File: config.mk
export PLATFORM = sky130hd
export DESIGN_NAME = busslave_regs
export DESIGN_NICKNAME = d
export VERILOG_FILES = /design/src/rtl/busslave_regs.sv
export SDC_FILE = /design/constraint.sdc
export NUM_CORES = 1
export LEC_CHECK = 0
export BUFFER_PORTS_ARGS = -buffer_cell sky130_fd_sc_hd__buf_4
export CORE_MARGIN = 2
export CORE_UTILIZATION = 54
export DETAILED_ROUTE_END_ITERATION = 8
export PLACE_DENSITY = 0.78
export SYNTH_ARGS = -nofsm -noshare
export SYNTH_HDL_FRONTEND = slang
export SYNTH_SLANG_ARGS = --single-unit
File: constraint.sdc
create_clock -name clk -period 2.9 [get_ports clk]
set_input_delay 0.29 -clock clk [delete_from_list [all_inputs] [get_ports clk]]
set_output_delay 0.29 -clock clk [all_outputs]
set_load 0.02 [all_outputs]
File: src/rtl/busslave_regs.sv
module busslave_regs #(
  parameter int ADDR_W = 18,
  parameter int DATA_W = 16,
  parameter int NREGS = 8,
  parameter logic [ADDR_W-1:0] BASE = 18'h3FF00
) (
  input  logic              clk,
  input  logic              rst_n,
  input  logic [ADDR_W-1:0] addr_i,
  input  logic [1:0]        ctl_i,
  input  logic              msyn_i,
  input  logic [DATA_W-1:0] wdata_i,
  input  logic              badpar_i,
  output logic [DATA_W-1:0] rdata_o,
  output logic              ssyn_o,
  output logic              perr_o
);
  localparam int IDX_W = $clog2(NREGS);
  localparam int SPAN = 2 * NREGS;
  localparam int HB = 8;
  localparam logic [1:0] CT_RD = 2'b00, CT_RDP = 2'b01, CT_WR = 2'b10, CT_WRB = 2'b11;

  logic [DATA_W-1:0] mem [NREGS];
  logic [1:0]        par [NREGS];
  logic              busy, pause;

  wire [ADDR_W-1:0] off = addr_i - BASE;
  wire              hit = (addr_i >= BASE) && (off < ADDR_W'(SPAN));
  wire [IDX_W-1:0]  idx = off[IDX_W:1];
  wire              take = msyn_i && hit && (ctl_i[1] || !pause);
  wire [DATA_W-1:0] cur = mem[idx];
  wire              bad = (^cur[HB-1:0] != par[idx][0]) || (^cur[DATA_W-1:HB] != par[idx][1]);
  wire              plo = ^wdata_i[HB-1:0] ^ badpar_i;
  wire              phi = ^wdata_i[DATA_W-1:HB] ^ badpar_i;

  assign ssyn_o = busy;

  always_ff @(posedge clk) begin
    if (!rst_n) begin
      busy <= 1'b0;
      pause <= 1'b0;
      perr_o <= 1'b0;
      rdata_o <= '0;
      for (int i = 0; i < NREGS; i++) begin
        mem[i] <= '0;
        par[i] <= '0;
      end
    end else if (!busy) begin
      if (take) begin
        busy <= 1'b1;
        case (ctl_i)
          CT_RD, CT_RDP: begin
            rdata_o <= cur;
            perr_o <= bad;
            if (ctl_i == CT_RDP) pause <= 1'b1;
          end
          CT_WR: begin
            mem[idx] <= wdata_i;
            par[idx] <= {phi, plo};
            pause <= 1'b0;
          end
          default: begin
            if (addr_i[0]) begin
              mem[idx][DATA_W-1:HB] <= wdata_i[DATA_W-1:HB];
              par[idx][1] <= phi;
            end else begin
              mem[idx][HB-1:0] <= wdata_i[HB-1:0];
              par[idx][0] <= plo;
            end
            pause <= 1'b0;
          end
        endcase
      end
    end else if (!msyn_i) begin
      busy <= 1'b0;
      perr_o <= 1'b0;
    end
  end
endmodule

# [Yosys cells after proc, flatten, opt, wreduce, memory -nomap -nowiden]
# Memory sizes are Yosys's and may differ from the RTL's.
# Index checks and enable logic that the tools add are counted.
[classes] addsub=1 n_mul=0 div_mod_pow=0 n_lt_le_gt_ge=2 n_eq_ne=6 shift=0 muxes=37 bitwise=7 n_reduce_logical=20
[op_table] operator="parity 8 bit" count=4
[op_table] operator="two-way mux 1 bit" count=29
[op_table] operator=">= comparator 18 bit (second input constant)" count=1
[op_table] operator="less-than comparator 18 x 5 -> 1 bit (second input constant)" count=1
[op_table] operator="subtractor 18 bit (second input constant)" count=1
[op_table] operator="two-way mux 16 bit" count=1
[op_table] operator="two-way mux 8 bit" count=2
[op_table] operator="OR reduction 16 bit" count=1
[op_table] operator="AND reduction 3 bit" count=3
[op_table] operator="two-way mux 2 bit" count=3
[op_table] operator="two-way mux 3 bit" count=2
[op_table] operator="inequality test 2 bit (second input constant)" count=2
[op_table] operator="OR 1 bit" count=4
[op_table] operator="nonzero test 2 bit" count=2
[op_table] operator="OR reduction 2 bit" count=2
[op_table] operator="logical AND 1 bit" count=3
[op_table] operator="OR reduction 3 bit" count=1
[op_table] operator="equality test 2 x 1 -> 1 bit (second input constant)" count=1
[op_table] operator="equality test 2 bit (second input constant)" count=1
[op_table] operator="logical NOT 2 bit" count=1
[op_table] operator="logical OR 1 bit" count=2
[op_table] operator="inequality test 1 bit" count=2
[op_table] operator="bitwise XOR 1 bit" count=2
[op_table] operator="logical NOT 1 bit" count=1
[op_table] operator="inverter 1 bit" count=1
[totals] regBits=19 latch_bits=0 mem_bits_rw=144 romBits=0 output_inout_bits=18 elab_cells=79 mem_count=2
[memory_table] memory="mem" words=8 width=16 rd=1 rd_ports_with_merged_regs=0 wr=8 line_no="23" source="logic [DATA_W-1:0] mem [NREGS];"
[memory_table] memory="par" words=8 width=2 rd=1 rd_ports_with_merged_regs=0 wr=8 line_no="24" source="logic [1:0] par [NREGS];"

# [Logic depth before layout (Yosys ltp)]
[depth] word_depth=12 mapped_depth=12

# [Worst setup path after synthesis]
# No wires, ideal clock.
[synth_path] path_kind="in2reg" start="in addr_i[5]" end="mem mem[5][0], enable pin" arrival_ps=2390 required_ps=2513 slack_ps=123 cell_stages=6 path_cell_list="nor4b_1 -> o21ai_0 -> or4_1 -> nor3_1 -> nand2_1 -> o21ai_0"
[synth_lines] element="start: declaration" line_no="9" source="input logic [ADDR_W-1:0] addr_i,"
[synth_lines] element="end: declaration" line_no="23"

==> flow_summary.toml <==
[status]
status = "finished clean"

[route]
drc_errors = 0
vias = 4967
wire_per_inst_um = 22.6
drtIter0Drc = 665
route.final.wire_length_um = 18000
dr.pass1.iters = 7
via_per_inst = 6.25
postRouteAntennaNets = 0

[grt]
grt_max_degree = 37
track_usage = 0.248
overflow = 0
grt_pass1_wl_um = 27200
antenna_found_initial = 0
first_global_vias = 4838

[die]
die_h_um = 123
coreArea_mm2 = 0.0139
die_w_um = 123
initial_core_util = 0.551
die-area_mm2 = 0.0151
fp-row-count = 43
io_pins = 58

[worst_setup_path]
critical_path_class = "flop to flop"
reg2reg_slack_ps = 460
crit_chain = "inv_1, nand4_1, or4_1, nor2_1, nand3_1, o21ai_0, buf_4"
path_max_fanout = 8
start_kind = "flop"
worst_r2r_path_depth = 7
cp_top_family = "simple AND/OR/NAND/NOR gates"
max_stage_delay_ps = 580
arrival_ps = 2560
crit_slowest_cell = "or4_1"
crit_required_ps = 3020
path_buf_inv = 2
reg2reg_from = "ssyn_o"
worstSetupEndpointType = "flop"
regToRegEndpoint = "mem[6][2]"

[sta]
min_period_over_period = 0.840
slew_viol_final = 0
fin_ws_ps = 464
fin_skew_ps = 5.74
period_needed_ps = 2440
grt_setup_unrepaired = "no"
slew_headroom = 0.486
finalSetupTns_ps = 0
setup_violations = 0
clock.fmax_mhz = 411
hold_violations = 0
worst_slew_pin_slew_ps = 765

[logic_synthesis]
avgSynthCellArea_um2 = 14.2
postSynthCellCount = 539
synth_seq_cells = 163
netlist_area_mm2 = 0.00765
synthMuxAreaShare = 0.133
yosys.area_share.adder = 0
synth_top_cells_by_count = "144 x edfxtp_1, 130 x and3_1, 32 x clkbuf_1, 26 x nor2_1"
synth_top_cells_by_area = "edfxtp_1 57%, and3_1 11%, mux4_2 5.9%"
async_reset_ff_frac = 0
ys_types = 39
synthXorXnorAreaFrac = 0.0399
yosysTopAreaCell = "edfxtp_1"
syn-num-nets = 579
seq_area_frac_synth = 0.615
synth_warnings = 0
post-synth-top-count-cell = "edfxtp_1"
synth_compound_area_frac = 0.0304
synth-edff-count = 144
synth_top_area_share = 0.565
synth_top_family_by_area = "simple AND/OR/NAND/NOR gates"
synthSimpleGateAreaFrac = 0.152
synth_ff_type = "edfxtp_1"

[clocking]
h-tree-depth = 4
cts.sinks = 163
cts_buffers = 17
post-cts-setup-buffer-count = 0
root_buffer = "clkbuf_16"
insertion_delay_ps = 420
cts_resized = 0
cts_tree = "built"
clk_pin_slew_ps = 60
hold_buffers = 0
clock_tree.buffer_depth = 2

[pwr]
p_seq_frac = 0.480
comb_power_share = 0.091
p_switching_mw = 1.21
intPower_mw = 4.24
swShare = 0.222
ir_drop_mv = 0.453
p_leak_nw = 3.88
pwr-share-clk = 0.429
powerDensity_mw_per_mm2 = 609

[min_path]
worstHoldPathCells = 2
holdCritStartpoint = "ctl_i[1]"
holdCritPathClass = "primary input to flop"
min_to = "pause"

[cells_and_area]
design_area_mm2 = 0.00895
fin_util = 0.645
antenna_cells = 0
nNetsFinal = 642
area_growth_pct = 17.0
drive_gt1_frac = 0.233

[placement]
portBuffers = 57
gp_congestion = 0.839
hpwl_um = 11300
post_dp_cell_area_mm2 = 0.00834
dp_slack_ps = 106

[flow_run]
cap_violations = 0
## state kept, by name, summed over array words and instances (netlist names)
| signal | count |
|---|---|
| mem | 128 |
| par | 16 |
| rdata_o | 16 |
| pause | 1 |
| perr_o | 1 |
| ssyn_o | 1 |
## cell type report
cell class | count | area, um2
clock buffer | 17 | 425
clock inverter | 15 | 188
fill | 972 | 4930
inverter | 5 | 18.8
multi-input combinational | 326 | 2720
sequential | 163 | 4700
tap | 180 | 225
timing repair buffer | 89 | 668
## layer usage
metal	vias up	global-route usage	share of wire
li1	2214	-	-
met1	2452	0.346	0.40
met2	281	0.390	0.49
met3	20	0.0632	0.10
met4	0	0.0739	0.014
met5	-	0	0
## stage by stage
step,power [mW],hold WS [ps],cells
floorplan,2.97,387,539
global placement,3.14,471,763
detailed placement,3.15,486,763
CTS,5.45,85.0,795
global route,5.59,83.7,795
finish,5.45,90.4,795
## power by group through the flow
stage	sequential [mW]	combinational, mW	clock [mW]
2_1_floorplan	2.65	0.314	0
3_3_place_gp	2.66	0.482	0
3_5_place_dp	2.66	0.492	0
4_1_cts	2.61	0.498	2.34
5_1_grt	2.62	0.531	2.44
6_report	2.61	0.498	2.34
## cells by family after synthesis
kind of cell              after synthesis
buffers and inverters                  50
and+or+nand+nor                       204
AOI/OAI and AO/OA                      37
DFF                                   163
xor gates and xnor gates               30
muxes                                  55
## worst max path at each step
stage,from,endpoint,slack (ps),depth (start not counted)
6_report,ssyn_o,mem[6][2],460,7
5_1_grt,ssyn_o,mem[7][14],260,8
4_1_cts,ssyn_o,mem[0][2],470,8
3_5_place_dp,addr_i[1],perr_o,110,9
3_3_place_gp,addr_i[1],perr_o,140,9
2_1_floorplan,addr_i[5],mem[5][0],120,6
## layout by cell type, fill, tap and decap left out, drive strengths merged, types with 3 or more instances in the layout
master	instances
edfxtp	144
nand2	15
dfxtp	19
nor3	13
and3	130
xor2	6
xnor2	22
and2	3
clkbuf	17
nor3b	4
a21oi	3
mux2i	19
nand2b	3
o21ai	15
nor2	26
a211oi	14
mux4	33
bufinv	4
inv	6
mux2	3
buf	89
clkinv	9
nand4	3
## worst register-to-register path, delay by kind of cell, from the launching register on
family	cells	cell delay, ps
flops	1	320
buf+inv	2	330
simple gates	4	1120
compound gates	1	370
Power figures use the tool's default switching activity.
